==> config.mk <==
export PLATFORM = sky130hd
export DESIGN_NAME = memMapDecoder
export DESIGN_NICKNAME = d
export VERILOG_FILES = /design/src/rtl/memmap_pkg.sv /design/src/rtl/memMapCtrl.sv /design/src/rtl/memMapPath.sv /design/src/rtl/memMapDecoder.sv
export SDC_FILE = /design/constraint.sdc
export NUM_CORES = 1
export LEC_CHECK = 0
export BUFFER_PORTS_ARGS = -buffer_cell sky130_fd_sc_hd__buf_2
export CAP_MARGIN = 20
export CORE_ASPECT_RATIO = 0.75
export CORE_MARGIN = 2
export CORE_UTILIZATION = 43
export CTS_CLUSTER_SIZE = 25
export DETAILED_ROUTE_END_ITERATION = 8
export GPL_TIMING_DRIVEN = 0
export PLACE_DENSITY = 0.79
export SLEW_MARGIN = 25
export SYNTH_ARGS = -nofsm -noshare
export SYNTH_HDL_FRONTEND = slang
export SYNTH_SLANG_ARGS = --single-unit
==> constraint.sdc <==
create_clock -name clk -period 2.2 [get_ports clk]
set_clock_uncertainty 0.15 [all_clocks]
set_input_delay 0 -clock clk [delete_from_list [all_inputs] [get_ports clk]]
set_output_delay 0 -clock clk [all_outputs]
set_load 0.02 [all_outputs]
==> src/rtl/memmap_pkg.sv <==
`timescale 1ns/1ps
package memmap_pkg;
  localparam int MB_BOOT = 7;
  localparam int MB_SPEC = 6;
  localparam int MB_EXP  = 5;
  localparam int MB_VIS  = 4;

  typedef struct packed {
    logic       bootEn;
    logic       special;
    logic       expand;
    logic       visible;
    logic [7:0] cfgByte;
  } mapCtrl_t;
endpackage

==> src/rtl/memMapCtrl.sv <==
`timescale 1ns/1ps
module memMapCtrl
  import memmap_pkg::*;
#(
  parameter int         WINDOW   = 64,
  parameter logic [5:0] OFF_MODE = 6'h38,
  parameter logic [5:0] OFF_LOCK = 6'h39,
  parameter logic [5:0] OFF_CFG  = 6'h3A
) (
  input  logic       clk,
  input  logic       rstN,
  input  logic       modePinA,
  input  logic       modePinB,
  input  logic       regWr,
  input  logic [5:0] regOff,
  input  logic [7:0] wrData,
  input  logic [7:0] cfgCell,
  output logic       cfgProgEn,
  output mapCtrl_t   ctrlOut
);
  localparam int CNT_W = $clog2(WINDOW + 1);
  localparam logic [CNT_W-1:0] CNT_MAX = CNT_W'(WINDOW);

  logic [CNT_W-1:0] cycCnt;
  logic             cfgLock;
  logic [7:0]       cfgActive;
  logic             bootEn, special, expand, visible;
  logic             timedOk, modeWr, lockWr;

  always_comb begin
    timedOk   = special || (cycCnt < CNT_MAX);
    modeWr    = regWr && (regOff == OFF_MODE) && special;
    lockWr    = regWr && (regOff == OFF_LOCK) && timedOk;
    cfgProgEn = rstN && regWr && (regOff == OFF_CFG) && timedOk && !cfgLock;
  end

  always_ff @(posedge clk) begin
    if (!rstN) begin
      cycCnt    <= '0;
      cfgLock   <= 1'b1;
      cfgActive <= cfgCell;
      visible   <= 1'b0;
      unique case ({modePinA, modePinB})
        2'b11:   {bootEn, special, expand} <= 3'b001;
        2'b00:   {bootEn, special, expand} <= 3'b110;
        2'b10:   {bootEn, special, expand} <= 3'b011;
        default: {bootEn, special, expand} <= 3'b000;
      endcase
    end else begin
      if (cycCnt < CNT_MAX) cycCnt <= cycCnt + 1'b1;
      if (lockWr) cfgLock <= wrData[0];
      if (modeWr) begin
        bootEn  <= wrData[MB_BOOT];
        special <= wrData[MB_SPEC];
        expand  <= wrData[MB_EXP];
        visible <= wrData[MB_VIS];
      end
    end
  end

  always_comb begin
    ctrlOut.bootEn  = bootEn;
    ctrlOut.special = special;
    ctrlOut.expand  = expand;
    ctrlOut.visible = visible;
    ctrlOut.cfgByte = cfgActive;
  end
endmodule

==> src/rtl/memMapPath.sv <==
`timescale 1ns/1ps
module memMapPath
  import memmap_pkg::*;
#(
  parameter logic [15:0] REG_BASE = 16'h1000
) (
  input  logic [15:0] addr,
  input  logic        rdEn,
  input  logic        wrEn,
  input  logic        vecFetch,
  input  mapCtrl_t    ctrlIn,
  output logic        selRegs,
  output logic        selEeprom,
  output logic        selBootRom,
  output logic        selExt,
  output logic        extShow,
  output logic        regWr,
  output logic [15:0] mappedAddr
);
  localparam logic [9:0] VEC_TOP   = 10'h3FF;
  localparam logic [7:0] BOOT_PAGE = 8'hBF;
  localparam logic [7:0] HOLE_PAGE = 8'hFD;
  localparam logic [3:0] FORCE_PG  = 4'hF;

  logic       access, hitReg, hitEe, hitBoot, inHole, anyInt, eeOn;
  logic [3:0] eePage;

  always_comb begin
    mappedAddr = addr;
    if (vecFetch && ctrlIn.special && addr[15:6] == VEC_TOP)
      mappedAddr = {addr[15], 1'b0, addr[13:0]};
  end

  always_comb begin
    eeOn    = ctrlIn.expand ? ctrlIn.cfgByte[0]   : 1'b1;
    eePage  = ctrlIn.expand ? ctrlIn.cfgByte[7:4] : FORCE_PG;
    access  = rdEn || wrEn;
    hitReg  = mappedAddr[15:6] == REG_BASE[15:6];
    hitEe   = eeOn && mappedAddr[15:12] == eePage && mappedAddr[11:9] == 3'b111;
    hitBoot = ctrlIn.bootEn && mappedAddr[15:8] == BOOT_PAGE;
    inHole  = ctrlIn.special && ctrlIn.expand && mappedAddr[15:8] == HOLE_PAGE;
    anyInt  = hitReg || hitEe || hitBoot;

    selRegs    = access && hitReg;
    selEeprom  = access && hitEe && !hitReg;
    selBootRom = access && hitBoot && !hitReg && !hitEe;
    selExt     = access && ctrlIn.expand && !anyInt && !inHole;
    extShow    = rdEn && anyInt && ctrlIn.expand && ctrlIn.visible;
    regWr      = wrEn && hitReg;
  end
endmodule

==> src/rtl/memMapDecoder.sv <==
`timescale 1ns/1ps
module memMapDecoder
  import memmap_pkg::*;
#(
  parameter logic [15:0] REG_BASE = 16'h1000,
  parameter int          WINDOW   = 64
) (
  input  logic        clk,
  input  logic        rstN,
  input  logic        modePinA,
  input  logic        modePinB,
  input  logic [15:0] addr,
  input  logic        rdEn,
  input  logic        wrEn,
  input  logic [7:0]  wrData,
  input  logic        vecFetch,
  input  logic [7:0]  cfgCell,
  output logic        selRegs,
  output logic        selEeprom,
  output logic        selBootRom,
  output logic        selExt,
  output logic        extShow,
  output logic        cfgProgEn,
  output logic [15:0] mappedAddr
);
  mapCtrl_t ctrlBus;
  logic     regWr;

  memMapCtrl #(.WINDOW(WINDOW)) u_ctrl (
    .clk(clk), .rstN(rstN), .modePinA(modePinA), .modePinB(modePinB),
    .regWr(regWr), .regOff(mappedAddr[5:0]), .wrData(wrData),
    .cfgCell(cfgCell), .cfgProgEn(cfgProgEn), .ctrlOut(ctrlBus)
  );

  memMapPath #(.REG_BASE(REG_BASE)) u_path (
    .addr(addr), .rdEn(rdEn), .wrEn(wrEn), .vecFetch(vecFetch),
    .ctrlIn(ctrlBus), .selRegs(selRegs), .selEeprom(selEeprom),
    .selBootRom(selBootRom), .selExt(selExt), .extShow(extShow),
    .regWr(regWr), .mappedAddr(mappedAddr)
  );
endmodule

# ---- Word level (Yosys, flattened, before mapping)
# Cells that the tools add are included.
dict set report totals {
  rom_bits 0
  latch_bits 0
  mem_bits_rw 0
  out_inout_bits 22
  ff_bits 20
  in_bits 39
  wordCells 73
  n_memories 0
}
dict set report classes {
  n_reduce_logical 40
  addsub 1
  n_eq_ne 12
  n_mux 12
  n_shift 0
  n_lt_le_gt_ge 1
  n_mul 0
  bitwise 0
  n_div 0
}
# op n
set ops {}
lappend ops {{logical AND 1 bit} 28}
lappend ops {{equality test 6 bit, second input constant} 3}
lappend ops {{equality test 8 bit, second input constant} 2}
lappend ops {{2-to-1 mux 15 bit} 1}
lappend ops {{equality test 10 bit, second input constant} 1}
lappend ops {{equality test 10 x 7 -> 1 bit, second input constant} 1}
lappend ops {{2-to-1 mux 1 bit} 10}
lappend ops {{adder 7 x 1 -> 7 bit, second input constant} 1}
lappend ops {{< comparator 7 bit, second input constant} 1}
lappend ops {{logical NOT 1 bit} 5}
lappend ops {{equality test 2 bit, second input constant} 2}
lappend ops {{equality test 4 bit} 1}
lappend ops {{logical OR 1 bit} 4}
lappend ops {{2-to-1 mux 4 bit} 1}
lappend ops {{OR reduction 2 bit} 2}
lappend ops {{equality test 3 bit, second input constant} 1}
lappend ops {{logical NOT 2 bit} 1}
lappend ops {{!= test 2 x 1 -> 1 bit, second input constant} 1}

# ---- Logic depth before layout (Yosys ltp)
dict set report depth {
  ltp_word 11
  ltp_mapped 5
  mapped_depth_nobuf 5
}

# ---- By module
# Synthesis repeated with hierarchy kept, for this count alone.
dict set report hier_totals {
  hier_cells 123
  hier_area_um2 1226.2
}
# mod seq_area_each_um2 n_inst cells_each area_per_inst_um2
set by_module_without_submodules {}
lappend by_module_without_submodules {memMapCtrl 510.5 1 66 849.6}
lappend by_module_without_submodules {memMapPath 0.0 1 57 376.6}

# ---- Worst setup path before layout
# OpenSTA, ideal clock, no wires.
dict set report synth_timing {
  kind {register to output}
  startpoint {register u_ctrl.special}
  endpoint {output selBootRom}
  path_buffers 0
  slack_ps -268
  arrival_ps 2318
  path_stages_with_launch 6
  path_cell_list {edfxtp_1 > nand4_1 > o31a_1 > or2_2 > o21ai_0 > a2111oi_0}
}
dict set report synth_via {
  elab_chain_cells 8
}
# element line_no
set synth_rtl {}
lappend synth_rtl {{start: declaration} memMapCtrl.sv:27} ;# logic bootEn, special, expand, visible;
lappend synth_rtl {{start signal: assignment} memMapCtrl.sv:54} ;# special <= wrData[MB_SPEC];
lappend synth_rtl {{logical AND 1 bit (*) (2 in series)} memMapPath.sv:30} ;# if (vecFetch && ctrlIn.special && addr[15:6] == VEC_TOP)
lappend synth_rtl {{2-to-1 mux 15 bit (*)} memMapPath.sv:30}
lappend synth_rtl {{named net mappedAddr[14]} memMapDecoder.sv:24} ;# output logic [15:0] mappedAddr
lappend synth_rtl {{equality test 8 bit / equality test 4 bit (equally long branches)} {memMapPath.sv:40, memMapPath.sv:39}}
lappend synth_rtl {{logical AND 1 bit (on tied branches)} {memMapPath.sv:40, memMapPath.sv:39}}
lappend synth_rtl {{logical AND 1 bit (on tied branches)} {memMapPath.sv:46, memMapPath.sv:39}}
lappend synth_rtl {{logical AND 1 bit / logical NOT 1 bit (equally long branches)} memMapPath.sv:46} ;# selBootRom = access && hitBoot && !hitReg && !hitEe;
lappend synth_rtl {{logical AND 1 bit (*)} memMapPath.sv:46}
lappend synth_rtl {{end: declaration} memMapDecoder.sv:20} ;# output logic selBootRom,
# The timed path passes the listed nets; every way through them passes the cells marked *.

# ---- Worst setup path after layout
dict set report layout_timing {
  startpoint {register u_ctrl.special}
  endpoint {output extShow}
}
dict set report layout_via {
  elab_chain_cells 11
}
# element line_no
set layout_rtl {}
lappend layout_rtl {{logical AND 1 bit (*) (2 in series)} memMapPath.sv:30}
lappend layout_rtl {{2-to-1 mux 15 bit (*)} memMapPath.sv:30}
lappend layout_rtl {{equality test 4 bit} memMapPath.sv:39} ;# hitEe = eeOn && mappedAddr[15:12] == eePage && mappedAddr[11:9] == 3'b111;
lappend layout_rtl {{logical AND 1 bit (2 in series)} memMapPath.sv:39}
lappend layout_rtl {{logical OR 1 bit} memMapPath.sv:42} ;# anyInt = hitReg || hitEe || hitBoot;
lappend layout_rtl {{logical OR 1 bit (*)} memMapPath.sv:42}
lappend layout_rtl {{logical AND 1 bit (*) (3 in series)} memMapPath.sv:48} ;# extShow = rdEn && anyInt && ctrlIn.expand && ctrlIn.visible;
lappend layout_rtl {{end: declaration} memMapDecoder.sv:22} ;# output logic extShow,
# Mark *: on every way between the ends. The rest lies on a longest branch, timed or not.

==> results.py <==
metrics = {
    "status": {
        "status": "finished with violations",
        "violations": "negative setup slack",
    },
    "placement": {
        "dpl_cell_area_mm2": 0.00138,
        "place.gp.congestion": 0.887,
        "port_buffers": 53,
        "dp_hpwl_um": 1890,
        "dp_slack_ns": -0.0269,
    },
    "global_route": {
        "antenna_found_initial": 0,
        "track_usage_pct": 19.3,
        "grt_max_degree": 15,
        "grt_pass1_vias": 962,
        "grt_overflow_total": 0,
        "grt_pass1_wl_um": 4000,
    },
    "floorplan": {
        "num_rows": 15,
        "start_util_pct": 45.6,
        "fp.dieW_um": 61.4,
        "die_h_um": 47.0,
        "io_pins": 61,
        "core_area_mm2": 0.00233,
        "dieArea_mm2": 0.00289,
    },
    "cells_and_area": {
        "fillers": 181,
        "drive_above_1_share_pct": 44.6,
        "diodes": 0,
        "ff_latch_area_um2": 420,
        "multi_input_area_um2": 559,
        "syn_to_final_growth_pct": 55.7,
        "nets": 236,
        "fin_area_mm2": 0.00165,
    },
    "logic_synthesis": {
        "synthTopCellsByArea": "edfxtp_1, dfxtp_1, buf_4",
        "synth_common_cells": "buf_4, nor2_1, nand2_1",
        "synth_seq_cells": 17,
        "synth.distinct_cells": 37,
        "yosys_warnings": 0,
        "ys_seq_area_share_pct": 39.6,
        "yosysMostFrequentCell": "buf_4",
        "synth_nets": 157,
        "synth_cells": 117,
        "synthArstFlopShare_pct": 0,
        "netlist_area_mm2": 0.00106,
        "yosys.area.top_type": "edfxtp_1",
        "synth_edf_count": 8,
        "synth.avg_cell_area_um2": 9.07,
        "synth_top_area_share_pct": 22.6,
        "ys.flop_type": "dfxtp_1",
    },
    "critical_path": {
        "r2r_start": "u_ctrl.special",
        "cp.arrival_ns": 2.09,
        "worstPathRequired_ns": 2.05,
        "end_kind": "output pin",
        "cp-startpoint": "u_ctrl.special",
        "crit_type": "register to output pin",
        "worstSetupStartpointType": "register",
        "critPathMaxFanout": 4,
    },
    "clock_tree": {
        "htreeDepth": 1,
        "clock_latency_ns": 0.29,
        "clkTransAtPathRegs_ns": 0.09,
        "cts_tree": "done",
        "clockBufferDepth": 2,
        "root_buffer": "clkbuf_4",
        "cts_inserted_buffers": 3,
        "cts_sinks": 17,
    },
    "power": {
        "powerDensity_mw_per_mm2": 436,
        "p_leak_nw": 0.749,
        "max-vdd-ir-drop_mv": 0.355,
    },
    "route": {
        "drt_iter0_drc": 71,
        "remaining_drc_errors": 0,
        "wl_per_cell_um": 12.0,
        "dr.pass1.iters": 4,
        "vias_per_cell": 4.96,
        "wl_um": 2760,
        "vias": 1135,
        "ant_nets": 0,
    },
    "timing": {
        "hold_viol_final": 0,
        "fin_ws_ns": -0.0446,
        "maxSlewHeadroom_pct": 71.9,
        "drv_slew": 0,
        "rsz0062_at_grt": "true",
        "fin_crit_sh_pct": 102,
        "setup_violations": 2,
        "max_freq_mhz": 446,
        "worst_slew_pin_slew_ns": 0.421,
        "finalCriticalPeriod_ns": 2.24,
    },
    "min_path": {
        "hold_class": "primary input to register",
        "min_from": "addr[6]",
    },
    "flow_run": {
        "drv_cap": 0,
    },
}
final timing paths:
kind	end	slack, ns	cells past startpoint
hold / removal	u_ctrl.cfgLock	0.09	5
setup / recovery	extShow	-0.04	6
hold reg to reg	u_ctrl.cfgLock	0.36	2
setup reg to reg	u_ctrl.special	0.03	5
flip-flops by register name (all words and copies together), names as in the netlist:
register	cells
u_ctrl.cycCnt	7
u_ctrl.cfgActive	5
u_ctrl.bootEn	1
u_ctrl.cfgLock	1
u_ctrl.expand	1
u_ctrl.special	1
u_ctrl.visible	1
per-stage QoR:
stage / total power [mW] / util [%] / instances / TNS (ns) / hold WS [ns]
3_3_place_gp: 0.521 / 59.1 / 204 / 0 / 0.0258
4_1_cts: 0.723 / 68.8 / 227 / -0.0349 / 0.0407
3_5_place_dp: 0.526 / 59.1 / 204 / -0.0269 / 0.0284
5_1_grt: 0.765 / 71.0 / 229 / -0.731 / 0.113
2_1_floorplan: 0.460 / - / 117 / 0 / -0.0599
6_report: 0.721 / 71.0 / 229 / -0.0837 / 0.0892
cell families (layout without fill, tap and decap cells):
kind of cell | after synthesis | in the layout | share of synthesized area [%]
adder cells (fa/ha/maj) | 1 | 1 | 1.18
flip-flops | 17 | 17 | 39.6
AO/OA/AOI/OAI | 16 | 16 | 10.7
AND/OR/NAND/NOR | 56 | 56 | 28.9
multiplexers | 3 | 3 | 2.95
buffers and inverters | 18 | 96 | 11.7
XOR/XNOR | 6 | 6 | 4.95
cell type report:
class / count / area share [%]
inverter: 2 / 0.455
clock buffer: 4 / 1.59
buffer: 16 / 7.05
timing repair buffer: 74 / 29.0
tap: 34 / 2.58
sequential: 17 / 25.5
multi-input combinational: 82 / 33.9
repair_timing:
| action | CTS | global route |
|---|---|---|
| buffers inserted | 2 | 2 |
| resized for setup | 2 | 10 |
| pin swaps | 4 | 3 |
| setup endpoints to repair | 4 | 7 |
| endpoints found under the hold margin | 10 | 0 |
| hold buffers | 17 | 0 |
per-layer routing:
layer | GRT usage [%] | share of wire [%]
met5 | 0 | 0
met4 | 7.66 | 1.1
met1 | 22.4 | 41
met3 | 4.68 | 8.0
met2 | 34.7 | 50
report_power, final:
part           leakage [nW]  internal (mW)  total [mW]  switching (mW)
Clock                0.0150         0.0707       0.164          0.0934
Sequential            0.151          0.350       0.363          0.0130
Combinational         0.583         0.0998       0.193          0.0934
Total                 0.749          0.521       0.721           0.200
critical path, cell delays in order, from the launching register on:
cell,delay [ns]
edfxtp_1,0.39
nand4_1,0.15
o31a_1,0.39
xnor2_2,0.18
a2111oi_4,0.31
o2111a_1,0.26
buf_6,0.12
cells in the final DEF, fill, tap and decap left out, types with 4 or more instances in the layout:
master         instances
dfxtp_1                9
nand4_1                4
buf_2                 49
nor2_1                14
edfxtp_1               8
buf_4                 22
dlygate4sd3_1         17
a21oi_1                4
nor2b_1                6
nand2_1                9
nand3_1                6
Power figures use the tool's default switching activity.
